## src/rtl/pw_pkg.sv

```systemverilog
package pw_pkg;
    typedef enum logic [2:0] {
        PW_WAIT_EMPTY,
        PW_IDLE,
        PW_BODY,
        PW_SKIP,
        PW_FILL,
        PW_WAIT_HALF
    } pw_state_e;
endpackage

```

## src/rtl/pw_flag_sync.sv

```systemverilog
module pw_flag_sync #(
    parameter int WIDTH  = 3,
    parameter int STAGES = 2
) (
    input  logic             clk,
    input  logic             rst_n,
    input  logic [WIDTH-1:0] async_i,
    output logic [WIDTH-1:0] sync_o
);
    typedef struct packed {
        logic [STAGES-1:0][WIDTH-1:0] chain;
    } sync_t;

    sync_t s_d, s_q;

    always_comb begin
        s_d = s_q;
        s_d.chain[0] = async_i;
        for (int i = 1; i < STAGES; i++) begin
            s_d.chain[i] = s_q.chain[i-1];
        end
    end

    // Flags are active low, so reset them to the inactive (high) value.
    always_ff @(posedge clk or negedge rst_n) begin
        if (!rst_n) s_q <= '{chain: '1};
        else        s_q <= s_d;
    end

    assign sync_o = s_q.chain[STAGES-1];
endmodule

```

## src/rtl/pw_word_ctr.sv

```systemverilog
module pw_word_ctr #(
    parameter int LIMIT = 4097,
    localparam int CW   = $clog2(LIMIT + 1)
) (
    input  logic clk,
    input  logic rst_n,
    input  logic clr,
    input  logic inc,
    output logic at_last
);
    typedef struct packed {
        logic [CW-1:0] cnt;
    } ctr_t;

    ctr_t c_d, c_q;

    always_comb begin
        c_d = c_q;
        if (clr)      c_d.cnt = '0;
        else if (inc) c_d.cnt = c_q.cnt + 1'b1;
    end

    always_ff @(posedge clk or negedge rst_n) begin
        if (!rst_n) c_q <= '0;
        else        c_q <= c_d;
    end

    assign at_last = (c_q.cnt == CW'(LIMIT - 1));


    cnt_limit_chk: assert property (@(posedge clk) disable iff (!rst_n)
        c_q.cnt <= CW'(LIMIT));
endmodule

```

## src/rtl/pw_wr_port.sv

```systemverilog
module pw_wr_port #(
    parameter int DATA_W = 8
) (
    input  logic              clk,
    input  logic              rst_n,
    input  logic              go,
    input  logic [DATA_W-1:0] byte_i,
    output logic              wr_n,
    output logic [DATA_W-1:0] data_o
);
    typedef struct packed {
        logic              wr_n;
        logic [DATA_W-1:0] data;
    } port_t;

    port_t p_d, p_q;

    always_comb begin
        p_d      = p_q;
        p_d.wr_n = 1'b1;
        if (go) begin
            p_d.wr_n = 1'b0;
            p_d.data = byte_i;
        end
    end

    always_ff @(posedge clk or negedge rst_n) begin
        if (!rst_n) p_q <= '{wr_n: 1'b1, data: '0};
        else        p_q <= p_d;
    end

    assign wr_n   = p_q.wr_n;
    assign data_o = p_q.data;


    wr_pulse_chk: assert property (@(posedge clk) disable iff (!rst_n)
        !wr_n |=> wr_n);
endmodule

```

## src/rtl/pkt_pad_writer.sv

```systemverilog
module pkt_pad_writer
    import pw_pkg::*;
#(
    parameter int FIFO_DEPTH  = 8192,
    parameter int PKT_LEN     = 4097,
    parameter int DATA_W      = 8,
    parameter int SYNC_STAGES = 2
) (
    input  logic              clk,
    input  logic              rst_n,
    input  logic              in_valid,
    output logic              in_ready,
    input  logic [DATA_W-1:0] in_data,
    input  logic              in_sop,
    input  logic              in_eop,
    output logic              fifo_wr_n,
    output logic [DATA_W-1:0] fifo_data,
    input  logic              fifo_full_n,
    input  logic              fifo_half_n,
    input  logic              fifo_empty_n
);
    localparam int HALF_MARK = FIFO_DEPTH / 2;

    if (PKT_LEN <= HALF_MARK || PKT_LEN > FIFO_DEPTH) begin : g_len_bad
        $error("PKT_LEN must exceed half of FIFO_DEPTH and fit in it");
    end

    logic [2:0] flags_s;
    logic       full_ok, half_low, empty_low;

    pw_flag_sync #(.WIDTH(3), .STAGES(SYNC_STAGES)) u_sync (
        .clk    (clk),
        .rst_n  (rst_n),
        .async_i({fifo_empty_n, fifo_half_n, fifo_full_n}),
        .sync_o (flags_s)
    );

    assign full_ok   = flags_s[0];
    assign half_low  = !flags_s[1];
    assign empty_low = !flags_s[2];

    typedef struct packed {
        pw_state_e state;
    } fsm_t;

    fsm_t f_d, f_q;

    logic              go, ctr_clr, ctr_inc, at_last, rdy;
    logic [DATA_W-1:0] wbyte;
    logic              wr_idle;

    assign wr_idle = fifo_wr_n;

    always_comb begin
        f_d     = f_q;
        go      = 1'b0;
        wbyte   = in_data;
        ctr_clr = 1'b0;
        ctr_inc = 1'b0;
        rdy     = 1'b0;
        unique case (f_q.state)
            PW_WAIT_EMPTY: begin
                if (empty_low) begin
                    f_d.state = PW_IDLE;
                    ctr_clr   = 1'b1;
                end
            end
            PW_IDLE: begin
                rdy = full_ok;
                if (in_valid && rdy && in_sop) begin
                    go        = 1'b1;
                    ctr_inc   = 1'b1;
                    f_d.state = in_eop ? PW_FILL : PW_BODY;
                end
            end
            PW_BODY: begin
                rdy = full_ok && wr_idle;
                if (in_valid && rdy) begin
                    go      = 1'b1;
                    ctr_inc = 1'b1;
                    if (at_last)     f_d.state = in_eop ? PW_WAIT_HALF : PW_SKIP;
                    else if (in_eop) f_d.state = PW_FILL;
                end
            end
            PW_SKIP: begin
                rdy = 1'b1;
                if (in_valid && in_eop) f_d.state = PW_WAIT_HALF;
            end
            PW_FILL: begin
                wbyte = '0;
                if (full_ok && wr_idle) begin
                    go      = 1'b1;
                    ctr_inc = 1'b1;
                    if (at_last) f_d.state = PW_WAIT_HALF;
                end
            end
            PW_WAIT_HALF: begin
                if (half_low) f_d.state = PW_WAIT_EMPTY;
            end
            default: f_d.state = PW_WAIT_EMPTY;
        endcase
    end

    always_ff @(posedge clk or negedge rst_n) begin
        if (!rst_n) f_q <= '{state: PW_WAIT_EMPTY};
        else        f_q <= f_d;
    end

    assign in_ready = rdy;

    pw_word_ctr #(.LIMIT(PKT_LEN)) u_ctr (
        .clk    (clk),
        .rst_n  (rst_n),
        .clr    (ctr_clr),
        .inc    (ctr_inc),
        .at_last(at_last)
    );

    pw_wr_port #(.DATA_W(DATA_W)) u_port (
        .clk   (clk),
        .rst_n (rst_n),
        .go    (go),
        .byte_i(wbyte),
        .wr_n  (fifo_wr_n),
        .data_o(fifo_data)
    );


    full_stall_chk: assert property (@(posedge clk) disable iff (!rst_n)
        !full_ok |=> fifo_wr_n);


    pad_zero_chk: assert property (@(posedge clk) disable iff (!rst_n)
        ($past(f_q.state == PW_FILL) && !fifo_wr_n) |-> (fifo_data == '0));


    stray_drop_chk: assert property (@(posedge clk) disable iff (!rst_n)
        (f_q.state == PW_IDLE && in_valid && !in_sop) |=> fifo_wr_n);


    drain_hold_chk: assert property (@(posedge clk) disable iff (!rst_n)
        (f_q.state == PW_WAIT_HALF) |=> (fifo_wr_n && !in_ready));
endmodule

```

## config.mk

```make
export PLATFORM = sky130hd
export DESIGN_NAME = pkt_pad_writer
export DESIGN_NICKNAME = d
export VERILOG_FILES = /design/src/rtl/pw_pkg.sv /design/src/rtl/pw_flag_sync.sv /design/src/rtl/pw_word_ctr.sv /design/src/rtl/pw_wr_port.sv /design/src/rtl/pkt_pad_writer.sv
export SDC_FILE = /design/constraint.sdc
export NUM_CORES = 1
export LEC_CHECK = 0
export BUFFER_PORTS_ARGS = -buffer_cell sky130_fd_sc_hd__buf_2
export CORE_MARGIN = 10
export CORE_UTILIZATION = 44
export CTS_CLUSTER_SIZE = 10
export DETAILED_ROUTE_END_ITERATION = 10
export MAX_ROUTING_LAYER = met4
export PLACE_DENSITY = 0.79
export SYNTH_ARGS = -nofsm -noshare
export SYNTH_HDL_FRONTEND = slang
export SYNTH_SLANG_ARGS = --single-unit
```

## constraint.sdc

```tcl
create_clock -name clk -period 1.55 [get_ports clk]
set_input_delay 0.0775 -clock clk [delete_from_list [all_inputs] [get_ports clk]]
set_output_delay 0.0775 -clock clk [all_outputs]
set_load 0.02 [all_outputs]
```

* Word level (Yosys, flattened, before mapping) *
Cells that the tools add are included.

storage, ports and cells
  flip-flop bits (word level) = 31
  input bits = 16
  output and inout port bits = 10

operators by class
  add/subtract/negate cells = 1
  eq/ne operators = 14
  mux-type cells = 23
  reductions and logical operators = 8

operators by type and width
  cell                     number
  $mux W3                  11
  $mux W13                 2
  $pmux W3 S6              1
  $ne A2 B2 Y1 const B     7
  $add A13 B1 Y13 const B  1
  $eq A13 B13 Y1 const B   1
  $mux W9                  1
  $mux W8                  1
  $reduce_and A8 Y1        1
  $eq A3 B2 Y1 const B     2
  $eq A3 B3 Y1 const B     2
  $pmux W1 S3              2
  $logic_and A1 B1 Y1      5
  $mux W1                  5
  $eq A3 B1 Y1 const B     1
  $logic_not A3 Y1         1
  $ne A3 B3 Y1 const B     1
  $reduce_bool A2 Y1       1

* Longest topological paths before layout *
  depth in word-level cells = 6
  gate-level depth with buffers = 6
  gate-level depth less buffers = 6

* Modules after synthesis *
From an unflattened synthesis, not the netlist that was laid out.

unflattened totals
  cell total of the unflattened synthesis = 148
  area total of the unflattened synthesis = 1,607.8 um2

by module, submodules not included
  module          times used  cells each  area an instance (um2)  seq. area each (um2)
  pw_word_ctr     1           73          720.7                   325.3
  pkt_pad_writer  1           50          367.9                   75.1
  pw_wr_port      1           19          361.6                   226.5
  pw_flag_sync    1           6           157.7                   157.7

* Worst setup path after synthesis *
OpenSTA, ideal clock, no wires.

  kind = register -> register
  from = register u_port.p_q, in the netlist u_port.wr_n
  to = register u_ctr.c_q[11] (netlist name)
  data arrival time = 1.464 ns
  slack = -0.039 ns
  stages on the path, launching flop included = 5
  buffers on the path = 0
  period minus slack after synthesis = 1.589 ns
  cell sequence = dfstp_2 > and4b_1 > o211ai_2 > a21oi_1 > mux2_2

on the way
  word-level cells in the longest chain between the ends = 5
  elaborated cells between the ends (all ways) = 6

RTL lines
  item                            line                                        RTL
  start, declared                 pw_wr_port.sv:16                            port_t p_d, p_q;
  start signal, assigned          pw_wr_port.sv:28                            if (!rst_n) p_q <= '{wr_n: 1'b1, data: '0};
  start signal, assigned          pw_wr_port.sv:29                            else p_q <= p_d;
  $logic_and A1 B1 Y1 *           pkt_pad_writer.sv:77, pkt_pad_writer.sv:91
  $logic_and A1 B1 Y1             pkt_pad_writer.sv:78                        if (in_valid && rdy) begin
  $mux W1                         pkt_pad_writer.sv:78
  $pmux W1 S3 *                   pkt_pad_writer.sv:61                        unique case (f_q.state)
  $reduce_bool A2 Y1 (no line) *  -
  end signal, assigned            pw_word_ctr.sv:24                           if (!rst_n) c_q <= '0;
  end signal, assigned            pw_word_ctr.sv:25                           else c_q <= c_d;
  end, declared                   pw_word_ctr.sv:15                           ctr_t c_d, c_q;

Mark *: on every way between the ends. The rest lies on a longest branch, timed or not.
A chain may end at the register's enable or synchronous reset.

* Final worst setup path *
  from = register u_sync.s_q, in the netlist u_sync.sync_o[0]
  to = register u_ctr.c_q[4] (netlist name)

on the way
  word-level cells in the longest chain between the ends = 5
  elaborated cells between the ends (all ways) = 9

RTL lines
  item                                    line                                                              RTL
  start, declared                         pw_flag_sync.sv:14                                                sync_t s_d, s_q;
  start signal, assigned                  pw_flag_sync.sv:26                                                if (!rst_n) s_q <= '{chain: '1};
  $logic_and A1 B1 Y1 (on tied branches)  pkt_pad_writer.sv:77, pkt_pad_writer.sv:91, pkt_pad_writer.sv:70
  $logic_and A1 B1 Y1 (on tied branches)  pkt_pad_writer.sv:78, pkt_pad_writer.sv:70
  $mux W1 (on tied branches)              pkt_pad_writer.sv:78, pkt_pad_writer.sv:70
  $pmux W1 S3 *                           pkt_pad_writer.sv:61
  $reduce_bool A2 Y1 (no line) *          -

Marks and branches as above.

==> flow_summary.yaml <==
yosys:
  mappedNetlistArea_um2: 1684
  synth_compound_area_frac: 0.1783
  post_synth_mux_area_share: 0.05423
  avgSynthCellArea_um2: 9.791
  synth_xor_area_frac: 0
  synthArstFlopShare: 1.000
  synth-seq-cells: 31
  synth_top_area_share: 0.3566
  synth_top_family_by_area: "simple AND/OR/NAND/NOR gates"
  synth_fp_nets: 190
  synth-simple-area-share: 0.2571
  synth_cell_types: 49
  synth_area_leaders: "dfrtp_1 (36%), dfstp_2 (11%), nand2_1 (5.8%), mux2i_1 (4.8%), nand3_1 (4.2%)"
  yosys_warnings: 0
  synth_fa_ha_area_frac: 0.01486
  synth_flop_cell: "dfrtp_1"
  synthCells: 172
  ys_seq_area_frac: 0.4658
  synth-edff-count: 0
  yosysTopAreaCell: "dfrtp_1"
hold_path:
  hp-class: "input port to register"
  min_from: "in_data[5]"
setup_path:
  worstReg2RegStart: "u_sync.sync_o[0]"
  critPathMaxStageDelay_ns: 0.57
  endpoint: "u_ctr.c_q[4]"
  worstPathArrival_ns: 1.84
  critPathLaunch: "u_sync.sync_o[0]"
  reg2reg_to: "u_ctr.c_q[4]"
  worstSetupStartpointType: "register"
  reg2regPathDepth: 5
  criticalPathCategory: "register to register"
  crit_fanout: 6
  path_cells: "and4b_2 -> o2111ai_4 -> buf_4 -> a21o_1 -> a21oi_1"
  required_ns: 1.76
  critPathCaptureType: "register"
  crit_slowest_cell: "dfstp_2"
  regToRegSetupSlack_ns: -0.07
placement:
  io_buffers: 25
  finalWeightedCongestion: 0.8626
  hpwl_um: 2932
die:
  rows: 22
  die_h_um: 81.87
  start_util: 0.4566
  die_area_um2: 6702
  ios: 26
  core-area_um2: 3689
  die_w_um: 81.87
clock_network:
  cts_buffer_depth: 2
  htreeDepth: 2
  clock_latency_ns: 0.28
  tritoncts: "yes"
  path_clk_slew_ns: 0.06
  numCtsBuffers: 5
  cts_root_buffer: "clkbuf_8"
  cts_sinks: 31
grt:
  grt_start_max_net_pins: 32
  antenna_found_initial: 0
  gr-total-overflow: 0
  grt_pass1_vias: 1406
  grt_pass1_wl_um: 6879
  track_usage: 0.1363
timing:
  holdWs_ns: 0.01828
  period_needed_ns: 1.624
  grt_setup_unrepaired: "yes"
  fin_crit_sh: 1.048
  setup_slack_ns: -0.07450
  drv_slew: 0
  tightest_slew_ns: 0.6773
  slew_headroom: 0.5485
  fmax_ghz: 0.6156
  setup_viol: 6
  hold_viol: 0
  clock-skew-final_ns: 0.007882
pwr:
  total_leakage_power_nw: 1.013
  powerDensity_nw_per_um2: 1100
  power_w: 0.002567
  peakVddDrop_v: 0.0006443
final_layout:
  syn_to_final_growth_pct: 38.56
  diodes: 0
  fin_util: 0.6326
  final_nets: 242
  drive_above_1_share: 0.4533
job:
  drv_cap: 0
drt:
  wire_per_inst_um: 16.24
  vias: 1516
  drt-initial-drc-count: 99
  ant_nets: 0
  drc: 0
  drt-total-wl_um: 4433
  viasPerCell: 5.553
  dr.pass1.iters: 4
run_status:
  status: "finished with violations"
  violations: "setup timing"
==> through the flow <==
step | std cells | area, µm² | TNS [ns] | setup WS [ns]
after floorplan | 172 | 1684 | -0.02361 | -0.02361
after global placement | 257 | 1969 | -0.04271 | -0.01978
after detailed placement | 257 | 1969 | -0.2134 | -0.03720
after CTS | 270 | 2176 | -0.04527 | -0.02273
after global routing | 273 | 2333 | -0.7168 | -0.1019
final | 273 | 2333 | -0.2530 | -0.07450
==> synthesized netlist by cell type, drive strengths merged (2+ instances only) <==
library cell,instances
a211o,2
a211oi,2
a21boi,2
a21oi,11
a31oi,2
and2,2
and3,4
buf,3
clkbuf,3
dfrtp,24
dfstp,7
ha,2
inv,4
mux2i,8
nand2,26
nand2b,2
nand3,14
nand4,2
nor2,7
nor2b,3
nor3,2
nor4,2
nor4b,2
o2111ai,2
o21ai,14
or2,5
==> layer usage <==
metal,GRT usage,routed length [µm],up-vias
met5,-,0,-
met4,0.05952,157,0
met3,0.02948,236,13
met2,0.2202,2234,51
met1,0.1595,1804,723
li1,-,-,729
==> layout by cell type, fill, tap and decap left out, drive strengths merged, types with 2 or more instances in the layout <==
master	n
a21oi	11
dlygate4sd3	4
nor4b	2
nand4	2
buf	47
ha	2
nor2	7
nor3	2
clkbuf	8
dfstp	7
nand2b	2
a211oi	2
or2	5
mux2i	8
nor4	2
and3	4
inv	4
o2111ai	2
and2	2
dfrtp	24
a31oi	2
a211o	2
o21ai	14
nand3	14
a21boi	2
nor2b	3
nand2	26
==> registers in the layout, indices dropped and copies added, names as in the netlist <==
register,count
u_port.data_o,8
u_port.wr_n,1
u_sync.sync_o,3
u_sync.s_d,3
u_ctr.c_q,13
f_q,3
==> critical path, delay by kind of cell (launching register included) <==
kind                   cells  cell delay, ns
AO/OA/AOI/OAI              3            0.50
AND/OR/NAND/NOR            1            0.30
buffers and inverters      1            0.19
flip-flops                 1            0.57
==> kinds of logic (layout without fill, tap and decap cells) <==
| logic type | count (synthesis) | in the layout |
|---|---|---|
| AO/OA/AOI/OAI | 42 | 42 |
| adder cells (fa/ha/maj) | 2 | 2 |
| buffers and inverters | 10 | 63 |
| flip-flops | 31 | 31 |
| multiplexers | 9 | 9 |
| AND/OR/NAND/NOR | 78 | 78 |
==> where the power goes <==
| group | internal, W | switching, W |
|---|---|---|
| clock network | 0.000405 | 0.000285 |
| registers | 0.000967 | 0.000217 |
| logic | 0.000358 | 0.000335 |
==> what timing repair did <==
| action | CTS | global route |
|---|---|---|
| endpoints found under the hold margin | 27 | 0 |
| pin swaps | 6 | 12 |
| hold buffers | 4 | 0 |
| buffers inserted | 1 | 3 |
| resized for setup | 12 | 32 |
| endpoints found under the setup margin | 17 | 22 |
==> cell type report <==
class                           count  area [µm²]
Fill cell                         277        1355
Multi-Input combinational cell    131        1020
Sequential cell                    31       787.0
Timing Repair Buffer               51       351.6
Clock buffer                        8       100.1
Tap cell                           48       60.06
Inverter                            4       15.01
==> worst min-delay path by stage <==
stage / to / depth (start not counted) / slack, ns
finish: u_port.data_o[5] / 3 / 0.02
CTS: u_port.data_o[5] / 3 / 0.01
global route: u_port.data_o[5] / 3 / 0.02
floorplan: f_q[0] / 0 / -0.22
global placement: u_port.data_o[7] / 1 / 0.15
detailed placement: u_port.data_o[7] / 1 / 0.15
No activity file was read; power rests on OpenSTA's default activity.
